**src/rtl/pinctl_pkg.sv**
```systemverilog
package pinctl_pkg;
   // slot order of the gathered known-pin vector
   localparam int K_EXT  = 0;
   localparam int K_SMI  = 1;
   localparam int K_DBG  = 2;
   localparam int K_MCK  = 3;
   localparam int K_HALT = 4;
   localparam int K_HRST = 5;
   localparam int K_CRST = 6;
   localparam int K_TBEN = 7;
   localparam int NK     = 8;

   // number of active-high level sources feeding the pending mask
   localparam int N_LVL  = 3;
   localparam int PEND_W = N_LVL + 1;
   localparam int PB_MCK = N_LVL;

   // inactive level per slot: machine check, halt and both resets idle high
   localparam logic [NK-1:0] K_IDLE = (NK'(1) << K_MCK) | (NK'(1) << K_HALT)
                                    | (NK'(1) << K_HRST) | (NK'(1) << K_CRST);
endpackage

```
**src/rtl/pinctl_sampler.sv**
```systemverilog
module pinctl_sampler #(
   parameter int              W    = 8,
   parameter logic [W-1:0]    IDLE = '0
) (
   input  logic         clk,
   input  logic         rst_n,
   input  logic [W-1:0] lvl_i,
   output logic [W-1:0] rise_o,
   output logic [W-1:0] fall_o
);
   logic [W-1:0] prev_q;

   always_ff @(posedge clk or negedge rst_n) begin
      if (!rst_n) prev_q <= IDLE;
      else        prev_q <= lvl_i;
   end

   for (genvar b = 0; b < W; b++) begin : g_det
      assign rise_o[b] =  lvl_i[b] & ~prev_q[b];
      assign fall_o[b] = ~lvl_i[b] &  prev_q[b];
   end
endmodule

```
**src/rtl/pinctl_pending.sv**
```systemverilog
module pinctl_pending
   import pinctl_pkg::*;
(
   input  logic              clk,
   input  logic              rst_n,
   input  logic [N_LVL-1:0]  lvl_rise_i,
   input  logic [N_LVL-1:0]  lvl_fall_i,
   input  logic              mck_fall_i,
   input  logic              mck_ack_i,
   output logic [PEND_W-1:0] pend_o,
   output logic              irq_o
);
   logic [PEND_W-1:0] pend_q, pend_d;
   logic              irq_q;

   for (genvar s = 0; s < N_LVL; s++) begin : g_lvl
      always_comb begin
         pend_d[s] = pend_q[s];
         if (lvl_rise_i[s])      pend_d[s] = 1'b1;
         else if (lvl_fall_i[s]) pend_d[s] = 1'b0;
      end
   end

   // a fresh falling edge outranks a same-cycle acknowledge
   always_comb begin
      pend_d[PB_MCK] = pend_q[PB_MCK];
      if (mck_fall_i)     pend_d[PB_MCK] = 1'b1;
      else if (mck_ack_i) pend_d[PB_MCK] = 1'b0;
   end

   always_ff @(posedge clk or negedge rst_n) begin
      if (!rst_n) begin
         pend_q <= '0;
         irq_q  <= 1'b0;
      end else begin
         pend_q <= pend_d;
         irq_q  <= |pend_d;
      end
   end

   assign pend_o = pend_q;
   assign irq_o  = irq_q;
endmodule

```
**src/rtl/pinctl_runctl.sv**
```systemverilog
module pinctl_runctl #(
   parameter bit HALT_RESTART = 1'b1
) (
   input  logic clk,
   input  logic rst_n,
   input  logic halt_fall_i,
   input  logic halt_rise_i,
   input  logic hrst_fall_i,
   input  logic crst_fall_i,
   input  logic tb_rise_i,
   input  logic tb_fall_i,
   output logic halt_o,
   output logic sys_rst_o,
   output logic core_rst_o,
   output logic tb_en_o
);
   logic halt_q, halt_clr;
   logic sys_q, core_q, tb_q;

   if (HALT_RESTART) begin : g_restart
      assign halt_clr = halt_rise_i;
   end else begin : g_sticky
      logic unused_halt_rise;
      assign unused_halt_rise = halt_rise_i;
      assign halt_clr = 1'b0;
   end

   always_ff @(posedge clk or negedge rst_n) begin
      if (!rst_n) begin
         halt_q <= 1'b0;
         sys_q  <= 1'b0;
         core_q <= 1'b0;
         tb_q   <= 1'b0;
      end else begin
         if (halt_fall_i)   halt_q <= 1'b1;
         else if (halt_clr) halt_q <= 1'b0;
         sys_q  <= hrst_fall_i;
         core_q <= crst_fall_i;
         if (tb_rise_i)      tb_q <= 1'b1;
         else if (tb_fall_i) tb_q <= 1'b0;
      end
   end

   assign halt_o     = halt_q;
   assign sys_rst_o  = sys_q;
   assign core_rst_o = core_q;
   assign tb_en_o    = tb_q;
endmodule

```
**src/rtl/pin_irq_ctrl.sv**
```systemverilog
module pin_irq_ctrl
   import pinctl_pkg::*;
#(
   parameter int NUM_PINS     = 10,
   parameter int PIN_EXT      = 0,
   parameter int PIN_SMI      = 1,
   parameter int PIN_DBG      = 2,
   parameter int PIN_MCK      = 3,
   parameter int PIN_HALT     = 4,
   parameter int PIN_HRST     = 5,
   parameter int PIN_CRST     = 6,
   parameter int PIN_TBEN     = 7,
   parameter bit HALT_RESTART = 1'b1
) (
   input  logic                clk,
   input  logic                rst_n,
   input  logic [NUM_PINS-1:0] pins_i,
   input  logic                mck_ack_i,
   output logic [PEND_W-1:0]   pend_o,
   output logic                irq_o,
   output logic                halt_o,
   output logic                core_rst_o,
   output logic                sys_rst_o,
   output logic                tb_en_o
);
   localparam int PIN_MAP [NK] = '{PIN_EXT, PIN_SMI, PIN_DBG, PIN_MCK,
                                   PIN_HALT, PIN_HRST, PIN_CRST, PIN_TBEN};

   function automatic logic [NUM_PINS-1:0] mapped_mask();
      logic [NUM_PINS-1:0] m = '0;
      for (int k = 0; k < NK; k++)
         if (PIN_MAP[k] >= 0 && PIN_MAP[k] < NUM_PINS) m[PIN_MAP[k]] = 1'b1;
      return m;
   endfunction

   localparam logic [NUM_PINS-1:0] MAPPED = mapped_mask();

   if (NUM_PINS < NK) begin : g_err_width
      $error("pin_irq_ctrl: NUM_PINS must cover all %0d assigned functions", NK);
   end
   if ($countones(MAPPED) != NK) begin : g_err_map
      $error("pin_irq_ctrl: pin indices must be distinct and below NUM_PINS");
   end

   logic [NK-1:0] kp, k_rise, k_fall;

   for (genvar k = 0; k < NK; k++) begin : g_gather
      assign kp[k] = pins_i[PIN_MAP[k]];
   end

   // pins without a function are deliberately left unconsumed
   logic unused_pins;
   assign unused_pins = ^(pins_i & ~MAPPED);

   pinctl_sampler #(.W(NK), .IDLE(K_IDLE)) u_smp (
      .clk    (clk),
      .rst_n  (rst_n),
      .lvl_i  (kp),
      .rise_o (k_rise),
      .fall_o (k_fall)
   );

   logic unused_edges;
   assign unused_edges = k_rise[K_MCK] ^ k_rise[K_HRST] ^ k_rise[K_CRST];

   pinctl_pending u_pend (
      .clk        (clk),
      .rst_n      (rst_n),
      .lvl_rise_i (k_rise[N_LVL-1:0]),
      .lvl_fall_i (k_fall[N_LVL-1:0]),
      .mck_fall_i (k_fall[K_MCK]),
      .mck_ack_i  (mck_ack_i),
      .pend_o     (pend_o),
      .irq_o      (irq_o)
   );

   pinctl_runctl #(.HALT_RESTART(HALT_RESTART)) u_run (
      .clk         (clk),
      .rst_n       (rst_n),
      .halt_fall_i (k_fall[K_HALT]),
      .halt_rise_i (k_rise[K_HALT]),
      .hrst_fall_i (k_fall[K_HRST]),
      .crst_fall_i (k_fall[K_CRST]),
      .tb_rise_i   (k_rise[K_TBEN]),
      .tb_fall_i   (k_fall[K_TBEN]),
      .halt_o      (halt_o),
      .sys_rst_o   (sys_rst_o),
      .core_rst_o  (core_rst_o),
      .tb_en_o     (tb_en_o)
   );
endmodule

```
**config.mk**
```make
export PLATFORM = sky130hd
export DESIGN_NAME = pin_irq_ctrl
export DESIGN_NICKNAME = d
export VERILOG_FILES = /design/src/rtl/pinctl_pkg.sv /design/src/rtl/pinctl_sampler.sv /design/src/rtl/pinctl_pending.sv /design/src/rtl/pinctl_runctl.sv /design/src/rtl/pin_irq_ctrl.sv
export SDC_FILE = /design/constraint.sdc
export NUM_CORES = 1
export LEC_CHECK = 0
export ABC_AREA = 1
export BUFFER_PORTS_ARGS = -buffer_cell sky130_fd_sc_hd__buf_2
export CORE_AREA = 2 2 39 41
export CTS_BUF_LIST = sky130_fd_sc_hd__clkbuf_8
export CTS_CLUSTER_DIAMETER = 100
export DETAILED_ROUTE_END_ITERATION = 8
export DIE_AREA = 0 0 41 43
export PLACE_DENSITY = 0.85
export SLEW_MARGIN = 10
export SYNTH_ARGS = -nofsm -noshare
export SYNTH_HDL_FRONTEND = slang
export SYNTH_SLANG_ARGS = --single-unit
```
**constraint.sdc**
```tcl
create_clock -name clk -period 2.5 [get_ports clk]
set_clock_uncertainty 0.2 [all_clocks]
set_input_delay 0.25 -clock clk [delete_from_list [all_inputs] [get_ports clk]]
set_output_delay 0.25 -clock clk [all_outputs]
set_load 0.01 [all_outputs]
```
==> qor.yml <==
outcome:
  status: "finished clean"
placement:
  dpl_cell_area_um2: 734
  hpwl_um: 640
  gp_congestion: 0.512
  port_buffers: 19
sta:
  rsz0062_at_grt: "false"
  hold_viol_final: 0
  maxSlewHeadroom: 0.763
  finalSetupViolCount: 0
  period_minus_slack_ns: 1.57
  finalCritPeriodShare: 0.630
  fmax_mhz: 635
  holdWs_ns: 0.0701
  slew_viol_final: 0
  finalSetupTns_ns: 0
  tightestPinTransition_ns: 0.356
clocking:
  cts_made_buffers: 3
  cts_sinks: 17
  clk_pin_slew_ns: 0.06
  cts_root_buf: "clkbuf_8"
  post_cts_buffers: 0
  clock_path_buffers: 2
  cts_resized: 0
  clk_latency_ns: 0.24
  cts_tree: "yes"
  h-tree-depth: 1
  cts_hold_buf: 9
synthesis:
  yosys_warnings: 0
  yosysTopAreaCell: "dfrtp_1"
  syn_inst: 56
  synthesis.nets: 71
  ys_ff_latch: 17
  ys_top_cells_by_area: "dfrtp_1 53%, dfstp_2 17%, inv_1 9.1%"
  syn-cell-area_um2: 619
  synth_top_area_share: 0.525
  ys_types: 10
  syn_area_per_cell_um2: 11.1
  ys_seq_area_frac: 0.695
route:
  dr.first_iter.drc_count: 3
  dr.pass1.iters: 4
  vias: 437
  drt-wirelength-per-cell_um: 9.21
  vias_per_cell: 4.20
  drcViolationCount: 0
  drtAntennaViolNets: 0
  routed_wl_um: 958
global_routing:
  grt_pass1_vias: 398
  antenna_found_initial: 0
  gr-total-overflow: 0
  gr-usage-met1: 0.134
  met3_usage: 0.0157
  grt_first_pass_wirelength_mm: 1.50
  grt_use_total: 0.130
  grtUsageMet2: 0.238
  grt_max_degree: 18
  busiest_layer: "met2"
die:
  dieArea_um2: 1760
  io_pins: 22
  die_y_um: 43
  die_w_um: 41
  core-area_um2: 1380
  initial_core_util: 0.448
  row_count: 14
worst_setup_path:
  arrival_ns: 1.50
  critPathTopFamily: "buffers and inverters"
  path_max_fanout: 2
  crit_type: "in2reg"
  startpoint_type: "input pin"
  path_buf_inv: 3
  cp-end-kind: "flip-flop"
  cp_slowest_stage_delay_ns: 0.52
  path_cells: "dlygate4sd3_1 > buf_2 > inv_1 > ha_1 > mux2_2"
  cp_slowest_cell: "dlygate4sd3_1"
  crit_required_ns: 2.43
power:
  pwr-share-clk: 0.332
  combinationalPowerShare: 0.133
  pwr-share-seq: 0.535
  leakage_nw: 0.496
  power_switching_share: 0.222
  p_per_area_nw_per_um2: 657
  p_int_mw: 0.444
  p_sw_mw: 0.127
  irDropWorstVdd_mv: 0.390
flow_run:
  drv_cap: 0
cells_and_area:
  design_area_um2: 870
  drive_gt1_frac: 0.341
  fin_nets: 104
  nFillCells: 121
  area_growth_pct: 40.4
  final_common_cell: "buf_2"
  mostFrequentLayoutCells: "19 x buf_2, 16 x inv_1, 15 x nand2_1, 13 x dfrtp_1, 9 x dlygate4sd3_1"
  diodes: 0
min_path:
  min_path_type: "in2reg"
power groups by stage:
| stage | registers, mW | logic (mW) | clock network, mW |
|---|---|---|---|
| final | 0.306 | 0.0757 | 0.190 |
| after detailed placement | 0.310 | 0.0661 | 0 |
| after floorplan | 0.317 | 0.0264 | 0 |
| after CTS | 0.306 | 0.0770 | 0.191 |
| after global routing | 0.308 | 0.0878 | 0.204 |
| after global placement | 0.310 | 0.0635 | 0 |
logic make-up after synthesis:
group / after synthesis / share of synthesized area
and+or+nand+nor: 19 / 0.123
DFF: 17 / 0.695
buffers and inverters: 15 / 0.0909
muxes: 2 / 0.0364
adders and majority gates: 2 / 0.0404
AOI/OAI and AO/OA: 1 / 0.0141
cells in the mapped netlist:
master,n
dfstp_2,4
a21oi_2,1
nand2_1,15
nand2_2,1
inv_1,15
dfrtp_1,13
mux2_2,2
ha_1,2
and2_1,1
nor2_1,2
worst min-delay path, stage by stage:
cell     delay (ns)
buf_2          0.08
inv_1          0.03
nand2_1        0.06
nand2_2        0.06
registers in the layout (all words and copies together) (netlist names):
signal / flops
u_pend.pend_o: 4
u_pend.irq_o: 1
u_run.halt_o: 1
u_run.sys_rst_o: 1
u_smp.prev_q: 8
u_run.core_rst_o: 1
u_run.tb_en_o: 1
final timing paths:
kind,startpoint,end,slack [ns],cells past startpoint
min in group asynchronous,rst_n,u_smp.prev_q[0]$_DFF_PN0_,0.25,2
max in group asynchronous,rst_n,u_smp.prev_q[6]$_DFF_PN1_,1.55,2
max,pins_i[4],u_run.halt_o$_DFFE_PN0P_,0.93,5
min,mck_ack_i,u_pend.pend_o[3]$_DFF_PN0_,0.07,4
min reg2reg,u_smp.prev_q[6]$_DFF_PN1_,u_run.core_rst_o$_DFF_PN0_,0.26,2
max reg2reg,u_smp.prev_q[4]$_DFF_PN1_,u_run.halt_o$_DFFE_PN0P_,1.19,2
metal layers:
layer  vias up  wire (um)
li1        223          -
met1       199        422
met3         2         54
met2        13        474
met4         0          7
met5         -          0
final cells by class:
type,instances,area [um2],share of cell area
Clock inverter,1,3.75,0.00432
Clock buffer,3,41.3,0.0475
Timing Repair Buffer,28,185,0.213
Tap cell,16,20.0,0.0230
Inverter,15,56.3,0.0647
Sequential cell,17,430,0.495
Multi-Input combinational cell,24,133,0.153
metrics by stage:
stage	setup slack [ns]	power (mW)	cells	utilization
after floorplan	1.21	0.344	56	-
after global placement	1.20	0.373	91	0.531
after detailed placement	1.19	0.376	91	0.531
after CTS	0.916	0.574	104	0.628
after global routing	0.854	0.600	104	0.628
final	0.925	0.571	104	0.628
Note: power is estimated with default switching activity, not from simulation.
